**config.mk**
```make
export PLATFORM = sky130hd
export DESIGN_NAME = keyed_ctl_bank
export DESIGN_NICKNAME = d
export VERILOG_FILES = /design/src/rtl/kcb_pkg.sv /design/src/rtl/kcb_decode.sv /design/src/rtl/kcb_lock.sv /design/src/rtl/kcb_regfile.sv /design/src/rtl/keyed_ctl_bank.sv
export SDC_FILE = /design/constraint.sdc
export NUM_CORES = 2
export LEC_CHECK = 0
export BUFFER_PORTS_ARGS = -buffer_cell sky130_fd_sc_hd__buf_4
export CAP_MARGIN = 5
export CORE_UTILIZATION = 25
export CTS_CLUSTER_DIAMETER = 40
export DETAILED_ROUTE_END_ITERATION = 12
export GPL_ROUTABILITY_DRIVEN = 0
export PLACE_DENSITY_LB_ADDON = 0.25
export SYNTH_ARGS = -nofsm -noshare
export SYNTH_HDL_FRONTEND = slang
export SYNTH_SLANG_ARGS = --single-unit
```
**constraint.sdc**
```tcl
create_clock -name clk -period 2.8 [get_ports clk]
set_clock_uncertainty 0.05 [all_clocks]
set_input_delay 0.14 -clock clk [delete_from_list [all_inputs] [get_ports clk]]
set_output_delay 0.14 -clock clk [all_outputs]
set_load 0.01 [all_outputs]
```
**src/rtl/kcb_pkg.sv**
```systemverilog
`timescale 1ns/1ps
package kcb_pkg;

  localparam int ADDR_W = 12;
  localparam int DATA_W = 32;
  localparam int KEY_W  = 16;

  // fixed offsets whose behaviour is decoded individually
  localparam logic [ADDR_W-1:0] OFF_SCRATCH = 12'h000;
  localparam logic [ADDR_W-1:0] OFF_LOCK    = 12'h004;
  localparam logic [ADDR_W-1:0] OFF_UNLOCK  = 12'h008;
  localparam logic [ADDR_W-1:0] OFF_STATUS  = 12'h00C;
  localparam logic [ADDR_W-1:0] OFF_ROSTAT  = 12'h10C;
  localparam logic [ADDR_W-1:0] OFF_RSTCTL  = 12'h200;
  localparam logic [ADDR_W-1:0] OFF_HOLE_B  = 12'h250;
  localparam logic [ADDR_W-1:0] OFF_CONST1  = 12'h25C;
  localparam logic [ADDR_W-1:0] OFF_HOLE_C  = 12'h604;

  // storage windows
  localparam int NWIN = 3;
  localparam int WIN_BASE  [NWIN] = '{'h100, 'h200, 'h600};
  localparam int WIN_WORDS [NWIN] = '{8, 23, 9};

  function automatic int win_first(int w);
    int s;
    s = 0;
    for (int k = 0; k < w; k++) s += WIN_WORDS[k];
    return s;
  endfunction

  localparam int NWORDS = win_first(NWIN);
  localparam int IDX_W  = $clog2(NWORDS);

  localparam logic [DATA_W-1:0] ROSTAT_RST = 32'h0000_003F;

  // reset value of a storage word
  function automatic logic [DATA_W-1:0] word_reset(int i);
    if (i == win_first(0) + (int'(OFF_ROSTAT) - WIN_BASE[0]) / 4)
      return ROSTAT_RST;
    return '0;
  endfunction

  typedef enum logic [2:0] {
    KIND_NONE,
    KIND_SCRATCH,
    KIND_LOCK,
    KIND_UNLOCK,
    KIND_STATUS,
    KIND_ONE,
    KIND_FILE
  } kind_e;

  typedef struct packed {
    kind_e            kind;
    logic [IDX_W-1:0] idx;
    logic             wr_ok;
    logic             rst_ctl;
  } dec_t;

endpackage

```
**src/rtl/kcb_decode.sv**
```systemverilog
`timescale 1ns/1ps
module kcb_decode
  import kcb_pkg::*;
(
  input  logic [ADDR_W-1:0] addr,
  output dec_t              dec
);

  int off;

  always_comb begin
    off         = int'(addr);
    dec.kind    = KIND_NONE;
    dec.idx     = '0;
    dec.wr_ok   = 1'b0;
    dec.rst_ctl = 1'b0;
    if (addr[1:0] == 2'b00) begin
      for (int w = 0; w < NWIN; w++) begin
        if (off >= WIN_BASE[w] && off < WIN_BASE[w] + 4 * WIN_WORDS[w]) begin
          dec.kind  = KIND_FILE;
          dec.idx   = IDX_W'(win_first(w) + (off - WIN_BASE[w]) / 4);
          dec.wr_ok = 1'b1;
        end
      end
      case (addr)
        OFF_SCRATCH: dec.kind  = KIND_SCRATCH;
        OFF_LOCK:    dec.kind  = KIND_LOCK;
        OFF_UNLOCK:  dec.kind  = KIND_UNLOCK;
        OFF_STATUS:  dec.kind  = KIND_STATUS;
        OFF_ROSTAT:  dec.wr_ok = 1'b0;
        OFF_HOLE_B:  dec.wr_ok = 1'b0;
        OFF_CONST1: begin
          dec.kind  = KIND_ONE;
          dec.wr_ok = 1'b0;
        end
        OFF_HOLE_C: begin
          dec.kind  = KIND_NONE;
          dec.wr_ok = 1'b0;
        end
        OFF_RSTCTL:  dec.rst_ctl = 1'b1;
        default: ;
      endcase
    end
  end

endmodule

```
**src/rtl/kcb_lock.sv**
```systemverilog
`timescale 1ns/1ps
module kcb_lock
  import kcb_pkg::*;
#(
  parameter logic [KEY_W-1:0] LOCK_KEY   = 16'h767B,
  parameter logic [KEY_W-1:0] UNLOCK_KEY = 16'hDF0D
) (
  input  logic             clk,
  input  logic             rst_n,
  input  logic             wr_lock,
  input  logic             wr_unlock,
  input  logic [KEY_W-1:0] key,
  output logic             locked
);

  logic lock_d;
  logic lock_en;

  always_comb begin
    lock_en = 1'b0;
    lock_d  = locked;
    if (wr_lock && key == LOCK_KEY) begin
      lock_en = 1'b1;
      lock_d  = 1'b1;
    end else if (wr_unlock && key == UNLOCK_KEY) begin
      lock_en = 1'b1;
      lock_d  = 1'b0;
    end
  end

  always_ff @(posedge clk or negedge rst_n) begin
    if (!rst_n)
      locked <= 1'b1;
    else if (lock_en)
      locked <= lock_d;
  end

endmodule

```
**src/rtl/kcb_regfile.sv**
```systemverilog
`timescale 1ns/1ps
module kcb_regfile
  import kcb_pkg::*;
(
  input  logic                          clk,
  input  logic                          rst_n,
  input  logic                          we,
  input  logic [IDX_W-1:0]              widx,
  input  logic [DATA_W-1:0]             wdata,
  output logic [NWORDS-1:0][DATA_W-1:0] q
);

  for (genvar i = 0; i < NWORDS; i++) begin : g_word
    logic              en;
    logic [DATA_W-1:0] word_q;

    always_comb en = we && (widx == IDX_W'(i));

    always_ff @(posedge clk or negedge rst_n) begin
      if (!rst_n)
        word_q <= word_reset(i);
      else if (en)
        word_q <= wdata;
    end

    assign q[i] = word_q;
  end

endmodule

```
**src/rtl/keyed_ctl_bank.sv**
```systemverilog
`timescale 1ns/1ps
module keyed_ctl_bank
  import kcb_pkg::*;
#(
  parameter logic [KEY_W-1:0] LOCK_KEY   = 16'h767B,
  parameter logic [KEY_W-1:0] UNLOCK_KEY = 16'hDF0D
) (
  input  logic              clk,
  input  logic              rst_n,
  input  logic              bus_sel,
  input  logic              bus_wr,
  input  logic [ADDR_W-1:0] bus_addr,
  input  logic [DATA_W-1:0] bus_wdata,
  output logic [DATA_W-1:0] bus_rdata,
  output logic              soft_rst_req
);

  dec_t                          dec;
  logic                          wr_acc;
  logic                          locked;
  logic                          file_we;
  logic [NWORDS-1:0][DATA_W-1:0] file_q;
  logic                          scratch_q;
  logic                          scratch_en;
  logic                          pulse_d;

  kcb_decode u_decode (
    .addr (bus_addr),
    .dec  (dec)
  );

  assign wr_acc = bus_sel && bus_wr;

  kcb_lock #(
    .LOCK_KEY   (LOCK_KEY),
    .UNLOCK_KEY (UNLOCK_KEY)
  ) u_lock (
    .clk       (clk),
    .rst_n     (rst_n),
    .wr_lock   (wr_acc && dec.kind == KIND_LOCK),
    .wr_unlock (wr_acc && dec.kind == KIND_UNLOCK),
    .key       (bus_wdata[KEY_W-1:0]),
    .locked    (locked)
  );

  assign file_we = wr_acc && !locked && dec.kind == KIND_FILE && dec.wr_ok;

  kcb_regfile u_file (
    .clk   (clk),
    .rst_n (rst_n),
    .we    (file_we),
    .widx  (dec.idx),
    .wdata (bus_wdata),
    .q     (file_q)
  );

  // scratch bit: open regardless of lock
  assign scratch_en = wr_acc && dec.kind == KIND_SCRATCH;

  always_ff @(posedge clk or negedge rst_n) begin
    if (!rst_n)
      scratch_q <= 1'b0;
    else if (scratch_en)
      scratch_q <= bus_wdata[0];
  end

  // soft-reset request, registered one cycle after the accepted write
  assign pulse_d = wr_acc && !locked && dec.rst_ctl && bus_wdata[0];

  always_ff @(posedge clk or negedge rst_n) begin
    if (!rst_n)
      soft_rst_req <= 1'b0;
    else
      soft_rst_req <= pulse_d;
  end

  always_comb begin
    bus_rdata = '0;
    if (bus_sel && !bus_wr) begin
      unique case (dec.kind)
        KIND_SCRATCH: bus_rdata = {{(DATA_W-1){1'b0}}, scratch_q};
        KIND_STATUS:  bus_rdata = {{(DATA_W-1){1'b0}}, locked};
        KIND_ONE:     bus_rdata = {{(DATA_W-1){1'b0}}, 1'b1};
        KIND_FILE:    bus_rdata = file_q[dec.idx];
        default:      bus_rdata = '0;
      endcase
    end
  end

endmodule

```
== Word-level counts from Yosys, hierarchy flattened ==
Index checks and enable logic that the tools add are counted.

* Memory bits (writable): 0
* Bits of input ports: 48
* Bits in latches: 0
* ROM bits: 0
* Register bits: 1283
* Memories: 0
* Output and inout port bits: 33

* Multiplexer cells: 15
* Bitwise operators: 3
* Eq/ne operators: 55
* Reductions and logical operators: 66
* $lt $le $gt $ge: 7
* Divide/modulo/power cells: 0
* Add/subtract/negate cells: 8
* Shifts and indexed selects: 0
* Multipliers: 0

{| class="wikitable"
|+ Operators by type and width
! kind !! count
|-
| 32-bit binary-select mux with 6-bit select || 1
|-
| 32-bit case mux with 4 select lines || 1
|-
| 6-bit by 5-bit == test with 1-bit output, second input constant || 16
|-
| 32-bit 2-to-1 mux || 2
|-
| 1-bit logical AND || 55
|-
| 6-bit by 4-bit == test with 1-bit output, second input constant || 8
|-
| 6-bit == test, second input constant || 8
|-
| 12-bit by 10-bit == test with 1-bit output, second input constant || 3
|-
| 10-bit 2-to-1 mux || 3
|-
| 12-bit by 4-bit == test with 1-bit output, second input constant || 2
|-
| 6-bit by 3-bit == test with 1-bit output, second input constant || 4
|-
| 6-bit by 1-bit adder with 6-bit output || 3
|-
| 3-bit case mux with 6 select lines || 1
|-
| 16-bit by 15-bit == test with 1-bit output, second input constant || 1
|-
| 16-bit == test, second input constant || 1
|-
| 12-bit by 10-bit subtractor with 13-bit output, second input constant || 1
|-
| 12-bit by 11-bit subtractor with 13-bit output, second input constant || 1
|-
| 12-bit by 9-bit subtractor with 13-bit output, second input constant || 1
|-
| 12-bit by 11-bit == test with 1-bit output, second input constant || 1
|-
| 12-bit by 3-bit == test with 1-bit output, second input constant || 1
|-
| 12-bit by 9-bit == test with 1-bit output, second input constant || 1
|-
| 6-bit by 2-bit == test with 1-bit output, second input constant || 2
|-
| 12-bit by 10-bit greater-or-equal comparator with 1-bit output, second input constant || 1
|-
| 12-bit by 11-bit greater-or-equal comparator with 1-bit output, second input constant || 1
|-
| other kinds (22) || 35
|}

== Depth between registers and ports, before layout ==
* Depth in word-level cells: 15
* Mapped depth: 17
* Depth with buffers taken out: 13

== Hierarchy ==
A second synthesis with hierarchy kept.

* Cells, all modules: 3828
* Area total of the unflattened synthesis: 59619.7 sq um

{| class="wikitable"
|+ Modules (own cells, without submodules)
! module !! seq. area each (sq um) !! instances !! area each (sq um) !! cells an instance
|-
| kcb_regfile || 32038.2 || 1 || 48118.6 || 2885
|-
| keyed_ctl_bank || 50.0 || 1 || 10674.0 || 825
|-
| kcb_decode || 0.0 || 1 || 703.2 || 107
|-
| kcb_lock || 26.3 || 1 || 123.9 || 11
|}

== Worst setup path before layout ==
Ideal clock, no wire load.

* Path kind: input to register
* Start point: in bus_addr[0]
* End point: reg u_file.g_word[21].word_q[10]
* Library setup time: 0.125 ns
* Cell stages on the path: 12
* Arrival: 3.067 ns
* Slack: -0.441 ns
* Data required time: 2.625 ns
* Path buffers: 1
* Cells stage by stage: nor2_1 a211o_1 ha_1 or3b_1 or4_1 a32oi_2 o21ai_1 nor2_1 nand2_1 nor2_1 buf_2 mux2_2

* Word-level cells in the longest chain between the ends: 11
* Elaborated cells between the ends (all ways): 44
* Those cells by class: add/sub: 8; order compare: 6; eq/ne: 9; mux: 6; bitwise: 3; reduce/logical: 12

{| class="wikitable"
|+ Ends and longest elaborated chain
! what !! line !! source
|-
| start: declaration || keyed_ctl_bank.sv:12 || <nowiki>input logic [ADDR_W-1:0] bus_addr,</nowiki>
|-
| branches (longest 6 deep; another with 12-bit by 10-bit subtractor with 13-bit output) || n/a ||
|-
| 11-bit 2-to-1 mux * || kcb_decode.sv:17 || <nowiki>if (addr[1:0] == 2'b00) begin</nowiki>
|-
| 3-bit == test || keyed_ctl_bank.sv:46 || <nowiki>assign file_we = wr_acc && !locked && dec.kind == KIND_FILE && dec.wr_ok;</nowiki>
|-
| 1-bit logical AND (2 in series) || keyed_ctl_bank.sv:46 ||
|-
| 1-bit logical AND * || kcb_regfile.sv:17 || <nowiki>always_comb en = we && (widx == IDX_W'(i));</nowiki>
|-
| end signal: assignment || kcb_regfile.sv:21 || <nowiki>word_q <= word_reset(i);</nowiki>
|-
| end signal: assignment || kcb_regfile.sv:23 || <nowiki>word_q <= wdata;</nowiki>
|-
| end: declaration || kcb_regfile.sv:15 || <nowiki>logic [DATA_W-1:0] word_q;</nowiki>
|}

Mark *: on every way between the ends.
A chain may end at the register's enable or synchronous reset.

== Final worst setup path ==
* Start point: in bus_addr[9]
* End point: out bus_rdata[13]

* Word-level cells in the longest chain between the ends: 11
* Elaborated cells between the ends (all ways): 39
* Those cells by class: add/sub: 8; order compare: 6; eq/ne: 9; mux: 9; bitwise: 3; reduce/logical: 4

{| class="wikitable"
|+ Ends and longest elaborated chain
! what !! line !! source
|-
| 12-bit by 10-bit subtractor with 13-bit output or 12-bit by 9-bit subtractor with 13-bit output (tied branches) || kcb_decode.sv:21 || <nowiki>dec.idx = IDX_W'(win_first(w) + (off - WIN_BASE[w]) / 4);</nowiki>
|-
| 1-bit bitwise AND (no source line) || n/a ||
|-
| 6-bit by 1-bit adder with 6-bit output (no source line) || n/a ||
|-
| 5-bit by 6-bit adder with 6-bit output or 10-bit 2-to-1 mux (tied branches) || kcb_decode.sv:21, kcb_decode.sv:19 ||
|-
| 10-bit 2-to-1 mux (2 in series) || kcb_decode.sv:19 || <nowiki>if (off >= WIN_BASE[w] && off < WIN_BASE[w] + 4 * WIN_WORDS[w]) begin</nowiki>
|-
| 11-bit 2-to-1 mux * || kcb_decode.sv:17 ||
|-
| 32-bit binary-select mux with 6-bit select || keyed_ctl_bank.sv:84 || <nowiki>KIND_FILE: bus_rdata = file_q[dec.idx];</nowiki>
|-
| 32-bit 2-to-1 mux (implied by the code) || keyed_ctl_bank.sv:84 ||
|-
| 32-bit case mux with 4 select lines * || keyed_ctl_bank.sv:80 || <nowiki>unique case (dec.kind)</nowiki>
|-
| 32-bit 2-to-1 mux * || keyed_ctl_bank.sv:79 || <nowiki>if (bus_sel && !bus_wr) begin</nowiki>
|-
| end: declaration || keyed_ctl_bank.sv:14 || <nowiki>output logic [DATA_W-1:0] bus_rdata,</nowiki>
|}

Mark *: on every way between the ends. The rest lies on a longest branch, timed or not. The select of a mux whose other input is x is not followed.

==> results.py <==
metrics = {
    "die": {
        "die-area_um2": 246000,
        "die_height_um": 496,
        "fp.coreArea_um2": 243000,
        "floorplan.initialDensity_pct": 25.1,
        "die_w_um": 496,
        "ios": 81,
        "rows": 181,
    },
    "placement": {
        "placed_cell_area_um2": 71900,
        "port_buffers": 80,
        "hpwl_um": 141000,
    },
    "job": {
        "drv_cap": 0,
    },
    "clock_tree": {
        "clock_path_buffers": 3,
        "numCtsBuffers": 211,
        "clkLatencyLatePin_ps": 830,
        "cts_tree": "built",
        "cts_sinks": 1283,
        "cts_root_buf": "clkbuf_16",
        "path_clk_slew_ps": 60,
        "cts.htree.levels": 4,
    },
    "synthesis": {
        "synth_area_leaders": "dfrtp_1 52%, mux2_2 22%, nand2_1 7.4%, nand3_1 6.3%, mux2_1 2.2%",
        "synthArstFlopShare_pct": 100,
        "syn-num-nets": 5644,
        "synth-seq-cells": 1283,
        "synth_cell_types": 72,
        "syn_inst": 5590,
        "yosysWarnings": 0,
        "synth.cell_area_um2": 61100,
        "yosysMostFrequentCell": "dfrtp_1",
        "synth_area_leader_cell": "dfrtp_1",
        "synthFlopType": "dfrtp_1",
        "ys_seq_area_share_pct": 52.6,
        "synth_common_cells": "1276 x dfrtp_1, 1199 x nand2_1, 1168 x mux2_2",
        "avgSynthCellArea_um2": 10.9,
        "synth_edf_count": 0,
        "synth_top_area_share_pct": 52.3,
    },
    "worst_setup_path": {
        "worstSetupStartpointType": "input pin",
        "reg2reg_depth": 9,
        "path_class": "in -> out",
        "r2r_start": "u_lock.locked",
        "rr_endpoint": "u_file.g_word[16].word_q[20]",
        "cp-end-kind": "primary output",
        "reg2reg_slack_ps": 340,
        "path_max_fanout": 7,
        "cp.arrival_ps": 3300,
        "worstPathRequired_ps": 2610,
    },
    "sta": {
        "setup_violations": 91,
        "post-route-min-period_ps": 3490,
        "fin_crit_sh_pct": 125,
        "tightest_slew_ps": 753,
        "slew_viol_final": 0,
        "slew_headroom_pct": 49.8,
        "rsz0062_at_grt": "true",
        "fin_setup_tns_ps": -21290,
        "fmax_mhz": 287,
        "hold_violations": 0,
        "worst_slack_ps": -687,
    },
    "worst_hold_path": {
        "min_from": "bus_wdata[11]",
        "min_delay_path_depth": 3,
        "hp-class": "in -> reg",
        "holdPathEnd": "u_file.g_word[16].word_q[11]",
    },
    "grt": {
        "grt_max_degree": 95,
        "antenna_found_initial": 5,
        "grt_pass1_vias": 48000,
        "grt-ovfl-total": 0,
        "grt_use_total_pct": 18.8,
        "grt_pass1_wl_um": 342000,
    },
    "power": {
        "ir_drop_v": 0.000665,
        "power_density_nw_per_um2": 560,
        "leakage_uw": 0.0390,
    },
    "run_status": {
        "outcome": "complete, but fails checks",
        "violations": "setup timing",
    },
    "drt": {
        "vias": 46700,
        "postRouteAntennaNets": 0,
        "viasPerCell": 4.92,
        "first_iter_violations": 3490,
        "dr.pass1.iters": 7,
        "wl_per_cell_um": 25.1,
        "drc": 0,
        "wl_um": 239000,
    },
    "layout": {
        "fin_nets": 6173,
        "drive_gt1_share_pct": 43.2,
        "area_growth_pct": 39.1,
        "fin_area_um2": 85000,
        "fill_cells": 23800,
    },
}
[worst max path at each step]
stage	start	cells after the start	endpoint	slack [ps]
finish	bus_addr[9]	19	bus_rdata[13]	-690
global route	bus_addr[9]	17	bus_rdata[31]	-800
CTS	bus_addr[9]	17	bus_rdata[31]	-710
detailed placement	bus_addr[9]	16	bus_rdata[29]	-1120
global placement	bus_addr[6]	17	bus_rdata[29]	-1150
floorplan	bus_addr[10]	15	bus_rdata[31]	-420
[where the power goes]
| group | switching, uW | total (uW) | internal, uW |
|---|---|---|---|
| clock | 10200 | 27500 | 17300 |
| combinational | 1080 | 1530 | 445 |
| sequential | 15.6 | 18600 | 18600 |
| total | 11300 | 47600 | 36300 |
[critical path: stages]
cell	delay (ps)
buf_6	90
or2_4	270
nor3_4	140
ha_2	210
and3_1	200
xnor2_1	120
a311oi_1	120
buf_4	170
a211oi_2	240
buf_4	210
nor2_4	60
buf_12	130
buf_16	150
buf_12	160
nand3_2	50
a31oi_1	80
buf_4	180
o311a_4	410
buf_6	130
[per-layer routing]
metal / up-vias / routed length (um) / global-route usage, %
li1: 20600 / - / -
met1: 24600 / 106000 / 24.9
met2: 1115 / 114000 / 31.2
met3: 409 / 9910 / 2.67
met4: 0 / 9130 / 6.74
met5: - / 0 / 0
[flip-flops by register name, summed over array words and instances, names as in the netlist]
| register | count |
|---|---|
| scratch_q | 1 |
| soft_rst_req | 1 |
| u_file.g_word.word_q | 1280 |
| u_lock.locked | 1 |
[layout make-up]
cell class / instances / area [um2] / share of cell area, %
repair buffers: 834 / 11300 / 13.3
inverters: 12 / 45.0 / 0.0530
well taps: 3202 / 4010 / 4.71
flip-flops and latches: 1283 / 32100 / 37.8
multi-input cells: 3777 / 30000 / 35.2
diodes: 1 / 2.50 / 0.00294
clock inverters: 134 / 1660 / 1.95
clock buffers: 262 / 5870 / 6.91
[metrics by stage]
stage | std cells | hold WS, ps | setup slack [ps] | utilization [%] | total power (uW)
detailed placement | 8899 | 136 | -1120 | 29.6 | 20300
CTS | 9449 | 1.62 | -709 | 34.4 | 48100
global placement | 8899 | 145 | -1150 | 29.6 | 20300
global route | 9505 | 40.6 | -804 | 35.0 | 49000
floorplan | 5590 | -206 | -424 | - | 19400
finish | 9505 | 58.9 | -687 | 35.0 | 47600
[cells in the final DEF, fill, tap and decap left out, types with 14 or more instances in the layout]
master         netlist  routed
clkbuf_8             0      27
nand3_2              0      90
buf_4               26     361
mux2_2            1168     876
nor2_4               0      32
mux2_1             121      99
clkinv_2             0      20
mux2_4               0     314
buf_8                2      19
a31oi_4              0      23
buf_16               0      48
buf_6                8     109
o21ai_1              4      17
nand2_1           1199    1156
buf_12               0     229
a21oi_1            107      69
o311a_4              0      23
nand2_2              1      32
clkinv_4             0      26
a31oi_1             61      27
clkbuf_1           259      18
and3_1              23      20
a311oi_1            23      14
o211ai_1            21      21
dfrtp_1           1276    1276
mux2i_1             61      57
dlygate4sd3_1        0      38
nand3_1            764     669
clkinvlp_4           0      26
inv_6                0      25
bufinv_16            0      24
clkbuf_16            0     238
a21oi_2              1      36
[cells by family (layout without fill, tap and decap cells)]
family | count (synthesis) | count (layout) | share of synthesized area (%)
AOI/OAI and AO/OA | 319 | 319 | 3.53
muxes | 1353 | 1353 | 24.9
other | 0 | 1 | 0
DFF | 1283 | 1283 | 52.6
xor gates and xnor gates | 6 | 6 | 0.0860
buffers and inverters | 530 | 1242 | 3.97
and+or+nand+nor | 2093 | 2093 | 14.9
adders and majority gates | 6 | 6 | 0.123
[what timing repair did]
| action | CTS | global route |
|---|---|---|
| buffers inserted | 99 | 35 |
| hold endpoints to repair | 2479 | 0 |
| resized for setup | 413 | 142 |
| gates cloned | 30 | 24 |
| hold buffers | 42 | 0 |
| endpoints found under the setup margin | 273 | 251 |
| pin swaps | 131 | 53 |
(Power assumes the default switching activity.)
